`config.mk`:
```
export PLATFORM = sky130hd
export DESIGN_NAME = wh_input_port
export DESIGN_NICKNAME = d
export VERILOG_FILES = /design/src/rtl/wh_pkg.sv /design/src/rtl/wh_vc_fifo.sv /design/src/rtl/wh_route_table.sv /design/src/rtl/wh_vc_ctrl.sv /design/src/rtl/wh_input_port.sv
export SDC_FILE = /design/constraint.sdc
export NUM_CORES = 1
export LEC_CHECK = 0
export ABC_AREA = 0
export BUFFER_PORTS_ARGS = -buffer_cell sky130_fd_sc_hd__buf_2
export CORE_MARGIN = 4
export CORE_UTILIZATION = 31
export CTS_BUF_LIST = sky130_fd_sc_hd__clkbuf_4 sky130_fd_sc_hd__clkbuf_8
export CTS_CLUSTER_DIAMETER = 60
export DETAILED_ROUTE_END_ITERATION = 10
export PLACE_DENSITY = 0.58
export SLEW_MARGIN = 20
export SYNTH_ARGS = -nofsm -noshare
export SYNTH_HDL_FRONTEND = slang
export SYNTH_SLANG_ARGS = --single-unit
```
`constraint.sdc`:
```
create_clock -name clk -period 2.5 [get_ports clk]
set_input_delay 0.25 -clock clk [delete_from_list [all_inputs] [get_ports clk]]
set_output_delay 0.25 -clock clk [all_outputs]
set_load 0.03 [all_outputs]
```
`src/rtl/wh_pkg.sv`:
```
package wh_pkg;

    typedef enum logic [1:0] {
        FT_HEAD = 2'b00,
        FT_BODY = 2'b01,
        FT_TAIL = 2'b10,
        FT_SOLO = 2'b11
    } flit_kind_e;

    // true for flits that begin a packet and carry a destination
    function automatic logic starts_pkt(input flit_kind_e k);
        return (k == FT_HEAD) || (k == FT_SOLO);
    endfunction

    // true for flits that close a packet
    function automatic logic ends_pkt(input flit_kind_e k);
        return (k == FT_TAIL) || (k == FT_SOLO);
    endfunction

endpackage

```
`src/rtl/wh_vc_fifo.sv`:
```
module wh_vc_fifo #(
    parameter int W     = 8,
    parameter int DEPTH = 4
) (
    input  logic         clk,
    input  logic         rst,
    input  logic         push,
    input  logic [W-1:0] wdata,
    input  logic         pop,
    output logic [W-1:0] rdata,
    output logic         empty,
    output logic         full
);
    localparam int AW = (DEPTH > 1) ? $clog2(DEPTH) : 1;
    localparam int CW = $clog2(DEPTH + 1);

    logic [W-1:0]  mem [DEPTH];
    logic [AW-1:0] rd_ptr, wr_ptr;
    logic [CW-1:0] cnt;

    function automatic logic [AW-1:0] bump(input logic [AW-1:0] p);
        return (p == AW'(DEPTH - 1)) ? '0 : p + 1'b1;
    endfunction

    always_ff @(posedge clk) begin
        if (rst) begin
            rd_ptr <= '0;
            wr_ptr <= '0;
            cnt    <= '0;
        end else begin
            if (push) wr_ptr <= bump(wr_ptr);
            if (pop)  rd_ptr <= bump(rd_ptr);
            unique case ({push, pop})
                2'b10:   cnt <= cnt + CW'(1);
                2'b01:   cnt <= cnt - CW'(1);
                default: cnt <= cnt;
            endcase
        end
    end

    always_ff @(posedge clk) begin
        if (push) mem[wr_ptr] <= wdata;
    end

    assign rdata = mem[rd_ptr];
    assign empty = (cnt == '0);
    assign full  = (cnt == CW'(DEPTH));


    no_overflow_chk: assert property (@(posedge clk) disable iff (rst) push |-> !full);

    no_underflow_chk: assert property (@(posedge clk) disable iff (rst) pop |-> !empty);

endmodule

```
`src/rtl/wh_route_table.sv`:
```
module wh_route_table #(
    parameter int NUM_DEST = 16,
    parameter int DW       = 4,
    parameter int PW       = 3
) (
    input  logic          clk,
    input  logic          rst,
    input  logic          we,
    input  logic [DW-1:0] waddr,
    input  logic [PW-1:0] wport,
    input  logic [DW-1:0] raddr,
    output logic [PW-1:0] rport
);
    logic [PW-1:0] entry [NUM_DEST];

    logic w_in_range, r_in_range;
    assign w_in_range = ({1'b0, waddr} < (DW+1)'(NUM_DEST));
    assign r_in_range = ({1'b0, raddr} < (DW+1)'(NUM_DEST));

    always_ff @(posedge clk) begin
        if (rst) begin
            for (int i = 0; i < NUM_DEST; i++) entry[i] <= '0;
        end else if (we && w_in_range) begin
            entry[waddr] <= wport;
        end
    end

    // read sees the value before any write in the same cycle
    assign rport = r_in_range ? entry[raddr] : '0;

endmodule

```
`src/rtl/wh_vc_ctrl.sv`:
```
module wh_vc_ctrl
    import wh_pkg::*;
#(
    parameter int FLIT_W = 32,
    parameter int DEPTH  = 4,
    parameter int PW     = 3
) (
    input  logic              clk,
    input  logic              rst,
    input  logic              arr_valid,
    input  logic [1:0]        arr_kind,
    input  logic [FLIT_W-1:0] arr_data,
    input  logic [PW-1:0]     lookup_port,
    input  logic              deq,
    output logic              req_valid,
    output logic [1:0]        req_kind,
    output logic [FLIT_W-1:0] req_data,
    output logic [PW-1:0]     req_port,
    output logic              deq_done,
    output logic              err_full,
    output logic              err_orphan
);
    typedef struct packed {
        flit_kind_e        kind;
        logic [FLIT_W-1:0] data;
        logic [PW-1:0]     port;
    } slot_t;

    localparam int SW = $bits(slot_t);

    flit_kind_e    a_kind;
    slot_t         wr_slot, hd_slot;
    logic [SW-1:0] hd_bits;
    logic          full, empty, accept, pop;
    logic          in_open;
    logic          out_active;
    logic [PW-1:0] out_route;

    assign a_kind     = flit_kind_e'(arr_kind);
    assign err_full   = arr_valid && full;
    assign err_orphan = arr_valid && !full && !starts_pkt(a_kind) && !in_open;
    assign accept     = arr_valid && !full && (starts_pkt(a_kind) || in_open);
    assign pop        = deq && !empty;

    always_comb begin
        wr_slot.kind = a_kind;
        wr_slot.data = arr_data;
        wr_slot.port = starts_pkt(a_kind) ? lookup_port : '0;
    end

    wh_vc_fifo #(.W(SW), .DEPTH(DEPTH)) u_fifo (
        .clk   (clk),
        .rst   (rst),
        .push  (accept),
        .wdata (wr_slot),
        .pop   (pop),
        .rdata (hd_bits),
        .empty (empty),
        .full  (full)
    );

    assign hd_slot = slot_t'(hd_bits);

    // arrival side: tracks whether a packet is open on this channel
    always_ff @(posedge clk) begin
        if (rst)         in_open <= 1'b0;
        else if (accept) in_open <= !ends_pkt(a_kind);
    end

    // departure side: route held from header departure to tail departure
    always_ff @(posedge clk) begin
        if (rst) begin
            out_active <= 1'b0;
            out_route  <= '0;
        end else if (pop) begin
            if (hd_slot.kind == FT_HEAD) begin
                out_active <= 1'b1;
                out_route  <= hd_slot.port;
            end else if (ends_pkt(hd_slot.kind)) begin
                out_active <= 1'b0;
            end
        end
    end

    assign req_valid = !empty;
    assign req_kind  = hd_slot.kind;
    assign req_data  = hd_slot.data;
    assign req_port  = starts_pkt(hd_slot.kind) ? hd_slot.port : out_route;
    assign deq_done  = pop;


    body_route_chk: assert property (@(posedge clk) disable iff (rst)
        (!empty && !starts_pkt(hd_slot.kind)) |-> out_active);

    full_drop_chk: assert property (@(posedge clk) disable iff (rst)
        (arr_valid && full && !pop) |=> full);

endmodule

```
`src/rtl/wh_input_port.sv`:
```
module wh_input_port
    import wh_pkg::*;
#(
    parameter int FLIT_W   = 32,
    parameter int NUM_VC   = 8,
    parameter int VC_DEPTH = 4,
    parameter int NUM_DEST = 16,
    parameter int NUM_OUT  = 5,
    localparam int VCW = (NUM_VC > 1) ? $clog2(NUM_VC) : 1,
    localparam int DW  = (NUM_DEST > 1) ? $clog2(NUM_DEST) : 1,
    localparam int PW  = (NUM_OUT > 1) ? $clog2(NUM_OUT) : 1
) (
    input  logic                     clk,
    input  logic                     rst,
    input  logic                     in_valid,
    input  logic [VCW-1:0]           in_vc,
    input  logic [1:0]               in_kind,
    input  logic [FLIT_W-1:0]        in_data,
    input  logic                     tbl_we,
    input  logic [DW-1:0]            tbl_addr,
    input  logic [PW-1:0]            tbl_port,
    input  logic [NUM_VC-1:0]        grant,
    output logic [NUM_VC-1:0]        req_valid,
    output logic [NUM_VC*PW-1:0]     req_port,
    output logic [NUM_VC*2-1:0]      req_kind,
    output logic [NUM_VC*FLIT_W-1:0] req_data,
    output logic                     credit_valid,
    output logic [VCW-1:0]           credit_vc,
    output logic                     err
);
    logic [PW-1:0]     lookup_port;
    logic [NUM_VC-1:0] deq_done, err_full, err_orphan;
    logic              deq_any;
    logic [VCW-1:0]    deq_idx;

    wh_route_table #(.NUM_DEST(NUM_DEST), .DW(DW), .PW(PW)) u_table (
        .clk   (clk),
        .rst   (rst),
        .we    (tbl_we),
        .waddr (tbl_addr),
        .wport (tbl_port),
        .raddr (in_data[DW-1:0]),
        .rport (lookup_port)
    );

    for (genvar v = 0; v < NUM_VC; v++) begin : g_vc
        wh_vc_ctrl #(.FLIT_W(FLIT_W), .DEPTH(VC_DEPTH), .PW(PW)) u_vc (
            .clk         (clk),
            .rst         (rst),
            .arr_valid   (in_valid && (in_vc == VCW'(v))),
            .arr_kind    (in_kind),
            .arr_data    (in_data),
            .lookup_port (lookup_port),
            .deq         (grant[v]),
            .req_valid   (req_valid[v]),
            .req_kind    (req_kind[v*2 +: 2]),
            .req_data    (req_data[v*FLIT_W +: FLIT_W]),
            .req_port    (req_port[v*PW +: PW]),
            .deq_done    (deq_done[v]),
            .err_full    (err_full[v]),
            .err_orphan  (err_orphan[v])
        );
    end

    always_comb begin
        deq_any = 1'b0;
        deq_idx = '0;
        for (int v = 0; v < NUM_VC; v++) begin
            if (deq_done[v]) begin
                deq_any = 1'b1;
                deq_idx = VCW'(v);
            end
        end
    end

    always_ff @(posedge clk) begin
        if (rst) begin
            credit_valid <= 1'b0;
            credit_vc    <= '0;
            err          <= 1'b0;
        end else begin
            credit_valid <= deq_any;
            credit_vc    <= deq_idx;
            err          <= err | (|err_full) | (|err_orphan);
        end
    end


    grant_onehot_chk: assert property (@(posedge clk) disable iff (rst) $onehot0(grant));

    credit_follow_chk: assert property (@(posedge clk) disable iff (rst)
        deq_any |=> (credit_valid && credit_vc == $past(deq_idx)));

    no_spurious_credit_chk: assert property (@(posedge clk) disable iff (rst)
        !deq_any |=> !credit_valid);

    err_sticky_chk: assert property (@(posedge clk) disable iff (rst) err |=> err);

endmodule

```
==> impl_metrics.tcl, run 1 <==
set metrics [dict create \
    status "complete, but fails checks" \
    violations "negative setup slack" \
    synthXorXnorAreaFrac 0.00266 \
    fp-row-count 151 \
    synth_top_family_by_area "multiplexers" \
    synth_fp_nets 2768 \
    max_freq_mhz 347 \
    root_buffer "clkbuf_8" \
    antenna_found_initial 9 \
    hold_class "in -> reg" \
    vias_per_cell 4.68 \
    port_buffers 364 \
    dp.cells 4997 \
    reg2reg_from "g_vc[1].u_vc.u_fifo.cnt[0]" \
    layout.nets 3265 \
    synth_area_um2 52700 \
    max-cap-violations 0 \
    ys_seq_area_frac 0.743 \
    synthMuxAreaShare 0.141 \
    crit_chain "mux4_2 > inv_2 > ha_4 > mux2_4 > buf_6" \
    start_util 0.311 \
    die-area_um2 177000 \
    gp_congestion 0.740 \
    remaining_drc_errors 0 \
    setup-violations-final 264 \
    finClkSkew_ns 0.0320 \
    hold_viol_final 0 \
    netlist_instances 2646 \
    final_area_um2 65200 \
    cts_buffers 222 \
    max_stage_delay_ns 0.54 \
    synth.largest_area_cell "edfxtp_1" \
    async_reset_ff_frac 0 \
    worstSkewPairLatency_ns 0.91 \
    drt_pass1_iterations 5 \
    crit_path_max_fanout 4 \
    syn_to_final_growth_pct 23.7 \
    fp.dieH_um 420 \
    start_kind "register" \
    syn_area_per_cell_um2 19.9 \
    end_kind "output port" \
    ir_drop_mv 0.514 \
    crit_required_ns 2.25 \
    slew_headroom 0.402 \
    synthMostInstantiatedCell "edfxtp_1" \
    clk_path_buf_depth 3 \
    gr-usage-all-layers 0.156 \
    synth_warnings 0 \
    wl_per_cell_um 25.0 \
    yosys.area.top_type_share 0.702 \
    hpwlAfterDp_mm 85.5 \
    die_w_um 420 \
    grt_start_max_net_pins 107 \
    synth_edf_count 1232 \
    yosys.area_share.simple 0.0320 \
    period_minus_slack_ns 2.88 \
    static-leakage-power_uw 0.0215 \
    power_density_nw_per_um2 737 \
    rsz0062_at_grt "yes" \
    grt_pass1_vias 26800 \
    drt_wl_total_mm 139 \
    vias 26000 \
    synth_compound_area_frac 0.0121 \
    cts_htree_levels 4 \
    final_layout_size_suffix_gt1_frac 0.417 \
    cts_sinks 1341 \
    yosysUniqueCellTypes 50 \
    cts.reportedPaths.clkPinSlew_ns 0.06 \
    synthTopCellsByCount "edfxtp_1, mux4_2, buf_4" \
    placed_area_um2 56600 \
    grt_overflow 0 \
    path_class "reg -> out" \
    synthTopCellsByArea "edfxtp_1, mux4_2, dfxtp_1, buf_4, ha_1" \
    timing.final.crit_share 1.15 \
    drt-initial-drc-count 1919 \
    synth-adder-area-share 0.0168 \
    core_um2 169000 \
    worst_pin_slew_ns 0.897 \
    ys_ff_latch 1341 \
    ys_dominant_reg_cell "edfxtp_1" \
    stdcell_count 5555 \
    io_pins 365 \
    worstPathArrival_ns 2.63 \
    setup_slack_ns -0.381 \
    min_from "rst" \
    cp_slowest_cell "mux4_2" \
    cts_tree "built" \
    grt_pass1_wl_mm 196 \
    drv_slew 0 \
    ant_nets 0 \
]
layer usage:
metal  GRT usage  up-vias  wire length [um]
met2       0.263      736             70000
li1            -    11200                 -
met5           0        -                13
met1       0.197    13800             56700
met4      0.0607        2              5140
met3      0.0321      213              6840
where the power goes:
part | internal (uW) | switching [uW] | leakage [uW]
combinational | 1410 | 1970 | 0.00707
sequential | 24700 | 89.5 | 0.0120
clock | 11100 | 8840 | 0.00245
state kept, by name, summed over array words and instances (netlist names), named ones only:
name,count
g_vc.u_vc.u_fifo.rd_ptr,16
credit_valid,1
g_vc.u_vc.u_fifo.cnt,24
g_vc.u_vc.u_fifo.wr_ptr,16
g_vc.u_vc.in_open,8
credit_vc,3
err,1
u_table.entry,48
g_vc.u_vc.out_route,24
g_vc.u_vc.u_fifo.mem,1184
worst max-delay path, delay by kind of cell (launching register included):
family	cells	cell delay (ns)
multiplexers	2	0.89
flip-flops	1	0.37
buffers and inverters	2	0.24
adder cells (fa/ha/maj)	1	0.22
path summary, 6_finish.rpt:
path,to,slack [ns],cells past startpoint
setup / recovery,req_port[10],-0.38,5
hold / removal,u_table.entry[1][0],0.31,3
setup reg to reg,g_vc[1].u_vc.u_fifo.cnt[2],0.18,11
hold reg to reg,g_vc[0].u_vc.out_route[2],0.45,2
logic make-up after synthesis:
logic type                 after synthesis
DFF                                   1341
buffers and inverters                  442
muxes                                  348
and+or+nand+nor                        324
AOI/OAI and AO/OA                      109
adders and majority gates               66
xor gates and xnor gates                16
stage by stage:
| stage | hold slack (ns) | TNS, ns | total power, uW | util | setup slack [ns] |
|---|---|---|---|---|---|
| after global placement | 0.442 | 0 | 27900 | 0.334 | 0.0784 |
| after global routing | 0.214 | -94.95 | 50100 | 0.385 | -0.546 |
| after floorplan | 0.349 | 0 | 27000 | - | 0.0136 |
| after CTS | 0.123 | -101.92 | 48700 | 0.382 | -0.581 |
| final | 0.309 | -47.14 | 48100 | 0.385 | -0.381 |
| after detailed placement | 0.447 | 0 | 28000 | 0.334 | 0.0533 |
layout by cell type, fill, tap and decap left out, types with 25 or more instances in the layout:
cell type | synthesis | layout
buf_6 | 1 | 275
buf_4 | 281 | 107
clkbuf_4 | 0 | 92
inv_1 | 73 | 57
dfxtp_1 | 109 | 90
buf_12 | 0 | 70
nor2_1 | 71 | 71
ha_1 | 58 | 50
nand3_1 | 25 | 25
dlygate4sd3_1 | 0 | 66
buf_2 | 32 | 86
and2_2 | 0 | 32
buf_16 | 0 | 28
clkinv_1 | 3 | 34
mux4_2 | 305 | 305
nand2_1 | 67 | 67
clkinv_2 | 0 | 26
edfxtp_1 | 1232 | 1232
a21oi_1 | 72 | 72
clkbuf_8 | 0 | 232
and2_1 | 83 | 51
what timing repair did:
action | 4_1_cts | 5_1_grt
setup endpoints to repair | 294 | 416
hold buffers | 68 | 0
cloned | 24 | 1
buffers inserted | 43 | 25
pin swaps | 1 | 2
hold endpoints to repair | 1285 | 0
resized for setup | 514 | 252
layout make-up:
type	instances	area, um^2
fill	15300	104000
sequential	1341	39200
multi-input combinational	863	11000
timing repair buffer	639	7280
clock buffer	324	3880
tap	2218	2780
clock inverter	90	769
inverter	76	285
antenna	4	10.0
No activity file was read; power rests on OpenSTA's default activity.
==> inputs of run 2 (changes only) <==
- CORE_MARGIN: 4 -> 10
- SKIP_LAST_GASP: unset -> 1
==> impl_metrics.tcl, run 2 (synthesis gave the netlist of run 1 again) <==
set metrics [dict create \
    status "complete, but fails checks" \
    violations "negative setup slack" \
    worstSkewPairLatency_ns 0.96 \
    core_um2 169000 \
    remaining_drc_errors 0 \
    crit_required_ns 2.25 \
    hpwlAfterDp_mm 87.0 \
    die_w_um 432 \
    cts_buffers 225 \
    clkPwrFrac 0.417 \
    final_common_cell "edfxtp_1" \
    worstPathArrival_ns 2.65 \
    cts_tree "built" \
    vias_per_cell 4.66 \
    worst_pin_slew_ns 0.872 \
    hold_class "in -> reg" \
    cts_htree_levels 4 \
    tns_ns -47.92 \
    crit_path_max_fanout 4 \
    io_pins 365 \
    die-area_um2 187000 \
    grt_pass1_vias 26800 \
    root_buffer "clkbuf_8" \
    setup_slack_ns -0.399 \
    syn_to_final_growth_pct 24.3 \
    dp.cells 4989 \
    period_minus_slack_ns 2.90 \
    path_class "reg -> out" \
    ant_nets 0 \
    rsz0062_at_grt "yes" \
    gr-usage-all-layers 0.147 \
    drv_slew 0 \
    wl_per_cell_um 25.3 \
    clk_path_buf_depth 3 \
    registers.top_by_ff_count "g_vc.u_vc.u_fifo.mem" \
    max_freq_mhz 345 \
    total_power_uw 48400 \
    start_util 0.311 \
    final_layout_size_suffix_gt1_frac 0.412 \
    timing.final.crit_share 1.16 \
    layout.nets 3280 \
    cts_sinks 1341 \
    port_buffers 364 \
    antenna_found_initial 6 \
    slew_headroom 0.419 \
    fp-row-count 151 \
    largest_reg_flops 1184 \
    top_regs "g_vc.u_vc.u_fifo.mem (1184), u_table.entry (48)" \
    combPwrFrac 0.071 \
    ir_drop_mv 0.496 \
    final_cell_mix "edfxtp_1, mux4_2, buf_6" \
    grt_start_max_net_pins 111 \
    cts.reportedPaths.clkPinSlew_ns 0.06 \
    max-cap-violations 0 \
    grt_overflow 0 \
    drt_pass1_iterations 5 \
    drt_wl_total_mm 141 \
    gp_congestion 0.736 \
    setup-violations-final 270 \
    static-leakage-power_uw 0.0217 \
    p_int_uw 37300 \
    start_kind "register" \
    finClkSkew_ns 0.0805 \
    grt_pass1_wl_mm 198 \
    p_sw_uw 11100 \
    end_kind "output port" \
    fp.dieH_um 432 \
    seqPwrFrac 0.512 \
    stdcell_count 5566 \
    drt-initial-drc-count 1808 \
    hold_viol_final 0 \
    power_density_nw_per_um2 739 \
    vias 25900 \
    switching_share 0.230 \
]
-- run 2: cell count changes in the layout (fill, tap and decap cells not counted), moves of 5 or more --
cell,before,now
buf_8,6,13
buf_12,70,77
clkinv_1,34,53
clkinvlp_4,11,5
buf_4,107,94
inv_16,0,5
buf_6,275,287
buf_16,28,23
clkbuf_4,92,69
dfxtp_2,11,5
-- run 2: repair_timing --
| item | in CTS | in global routing |
|---|---|---|
| pin swaps | 2 | 1 |
| gates resized for setup | 520 | 284 |
| endpoints found under the hold margin | 1248 | 0 |
| hold buffers | 66 | 0 |
| buffers inserted | 57 | 35 |
| gates cloned | 23 | 3 |
| setup endpoints to repair | 286 | 390 |
-- run 2: stage by stage --
stage          hold slack, ns  setup slack, ns  instance area, um^2  utilization
2_1_floorplan           0.349           0.0136                52700            -
3_3_place_gp            0.442          0.00139                56500        0.334
3_5_place_dp            0.447          -0.0459                56500        0.334
4_1_cts               0.00991           -0.533                64800        0.383
5_1_grt                0.0681           -0.538                65500        0.387
6_report                0.119           -0.399                65500        0.387
-- run 2: routing by layer --
layer | GRT usage | up-vias | share of wire
met2 | 0.251 | 789 | 0.51
met1 | 0.181 | 13700 | 0.40
li1 | - | 11300 | -
met5 | 0 | - | 0.000092
met4 | 0.0545 | 2 | 0.033
met3 | 0.0344 | 190 | 0.056
-- run 2: critical path: stages (launching register included) --
cell,delay (ns)
dfxtp_4,0.39
mux4_2,0.55
inv_2,0.09
ha_4,0.21
mux2_4,0.35
buf_6,0.15
-- run 2: final cells by class --
type	instances	area [um^2]
inverter	76	285
multi-input combinational	863	11000
sequential	1341	39200
clock inverter	109	948
tap	2218	2780
timing repair buffer	651	7530
fill	15300	104000
clock buffer	305	3770
antenna	3	7.51
-- run 2: worst paths after layout --
| path | from | to | slack [ns] | depth (start not counted) |
|---|---|---|---|---|
| setup / recovery | register | req_port[11] | -0.40 | 5 |
| hold / removal | tbl_we | u_table.entry[11][0] | 0.12 | 4 |
| setup reg to reg | g_vc[2].u_vc.u_fifo.cnt[1] | g_vc[2].u_vc.in_open | 0.13 | 6 |
| hold reg to reg | g_vc[0].u_vc.out_route[0] | g_vc[0].u_vc.out_route[0] | 0.46 | 2 |
-- run 2: power groups by stage --
stage	Clock, uW	Combinational, uW	Sequential (uW)
2_1_floorplan	0	1730	25200
3_3_place_gp	0	2710	25200
3_5_place_dp	0	2730	25300
4_1_cts	20800	3400	24800
5_1_grt	21800	3640	24800
6_report	20200	3420	24800
==> inputs of run 3 (changes only) <==
- CORE_UTILIZATION: 31 -> 35
- PLACE_DENSITY: 0.58 -> 0.63
- SKIP_LAST_GASP: 1 -> unset
==> impl_metrics.tcl, run 3 (synthesis gave the netlist of run 1 again) <==
set metrics [dict create \
    slew_headroom 0.342 \
    remaining_drc_errors 0 \
    multi_input_area_um2 11000 \
    die_w_um 408 \
    reg2reg_from "g_vc[0].u_vc.u_fifo.cnt[2]" \
    violations "negative setup slack" \
    grt_pass1_wl_mm 195 \
    worstPathArrival_ns 2.70 \
    start_kind "register" \
    hpwlAfterDp_mm 81.9 \
    total_power_uw 48300 \
    antenna_found_initial 5 \
    drt_pass1_iterations 5 \
    post-place-ws_ns 0.0624 \
    regArea_um2 39200 \
    cts_sinks 1341 \
    rsz0062_at_grt "yes" \
    period_minus_slack_ns 2.95 \
    setup-violations-final 281 \
    gp_congestion 0.766 \
    max-cap-violations 0 \
    grt_pass1_vias 27200 \
    worstRegToRegCells 10 \
    root_buffer "clkbuf_8" \
    status "complete, but fails checks" \
    end_kind "output port" \
    static-leakage-power_uw 0.0215 \
    fillCellCount 12800 \
    start_util 0.352 \
    drt-initial-drc-count 1978 \
    path_class "reg -> out" \
    die-area_um2 167000 \
    clk_path_buf_depth 3 \
    stdcell_count 5344 \
    final_area_um2 65000 \
    final_cell_mix "edfxtp_1, mux4_2, buf_6" \
    placed_area_um2 56300 \
    drv_slew 0 \
    min_from "grant[0]" \
    core_um2 150000 \
    grt_start_max_net_pins 49 \
    vias 26100 \
    drt_wl_total_mm 136 \
    worstSkewPairLatency_ns 0.97 \
    cts_buffers 219 \
    finClkSkew_ns 0.0706 \
    timing.final.crit_share 1.18 \
    hold_ws_ns 0.261 \
    final_layout_size_suffix_gt1_frac 0.407 \
    fp.dieH_um 408 \
    cts_tree "built" \
    crit_path_max_fanout 3 \
    cts.reportedPaths.clkPinSlew_ns 0.06 \
    hold_viol_final 0 \
    power_density_nw_per_um2 744 \
    syn_to_final_growth_pct 23.3 \
    fp-row-count 142 \
    vias_per_cell 4.88 \
    worst_pin_slew_ns 0.987 \
    hold_depth 5 \
    layout.nets 3262 \
    rr_endpoint "g_vc[0].u_vc.u_fifo.cnt[2]" \
    ant_nets 0 \
    final_common_cell "edfxtp_1" \
    port_buffers 364 \
    largest_reg_flops 1184 \
    crit_required_ns 2.25 \
    ir_drop_mv 0.414 \
    grt_overflow 0 \
    registers.top_by_ff_count "g_vc.u_vc.u_fifo.mem" \
    rrSetupSlack_ns 0.16 \
    hold_class "in -> reg" \
    max_freq_mhz 339 \
    top_regs "g_vc.u_vc.u_fifo.mem (1184), u_table.entry (48)" \
    cts_htree_levels 4 \
    wl_per_cell_um 25.5 \
    dp.cells 4797 \
    io_pins 365 \
    setup_slack_ns -0.448 \
    gr-usage-all-layers 0.161 \
]
[run 3: changes by cell type in the layout (fill, tap and decap cells not counted), sizes merged]
cell         previous run  this run
buf                   581       569
bufbuf                  2         0
bufinv                 12        16
clkbuf                308       293
clkinv                 87        82
clkinvlp                5         4
diode                   3         5
dlygate4sd3            65        69
inv                    81        86
[run 3: worst max path at each step]
stage,depth (start not counted),end,start,slack [ns]
floorplan,4,g_vc[1].u_vc.u_fifo.mem[0][0],in_vc[1],0.01
global placement,13,g_vc[2].u_vc.u_fifo.cnt[2],in_kind[0],0.09
detailed placement,12,g_vc[7].u_vc.u_fifo.cnt[2],in_kind[0],0.06
CTS,5,req_port[9],register,-0.60
global route,5,req_port[15],register,-0.59
finish,5,req_port[9],register,-0.45
[run 3: layer usage]
layer / up-vias / routed length, um / global-route usage
li1: 11200 / - / -
met4: 0 / 2880 / 0.0461
met1: 13800 / 57900 / 0.215
met3: 165 / 9790 / 0.0416
met5: - / 0 / 0
met2: 833 / 65800 / 0.260
[run 3: through the flow]
step / setup TNS [ns] / utilization
3_5_place_dp: 0 / 0.376
4_1_cts: -107.57 / 0.430
2_1_floorplan: 0 / -
5_1_grt: -108.17 / 0.434
3_3_place_gp: 0 / 0.376
6_report: -65.46 / 0.434
[run 3: final cells by class]
| class | count | share of cell area |
|---|---|---|
| antenna | 5 | 0.000192 |
| clock buffer | 292 | 0.0556 |
| clock inverter | 112 | 0.0164 |
| inverter | 76 | 0.00439 |
| multi-input combinational | 863 | 0.169 |
| sequential | 1341 | 0.603 |
| tap | 2016 | 0.0388 |
| timing repair buffer | 639 | 0.112 |
[run 3: timing repair]
action,CTS,global route
hold buffers,71,0
resized for setup,529,264
cloned,24,1
setup endpoints to repair,296,292
pin swaps,4,4
endpoints found under the hold margin,1273,0
buffers inserted,36,26
[run 3: report_power, final]
part           leakage (uW)  total [uW]  switching [uW]  internal, uW
clock network       0.00245       20200            9020         11200
registers            0.0120       24800            80.3         24700
logic               0.00709        3360            1950          1410
total                0.0215       48300           11100         37300
[run 3: worst max-delay path: stages (launching register included)]
cell and delay [ns]:
dfxtp_4 0.38, mux4_2 0.57, inv_2 0.10, ha_4 0.21
mux2_4 0.33, buf_6 0.15
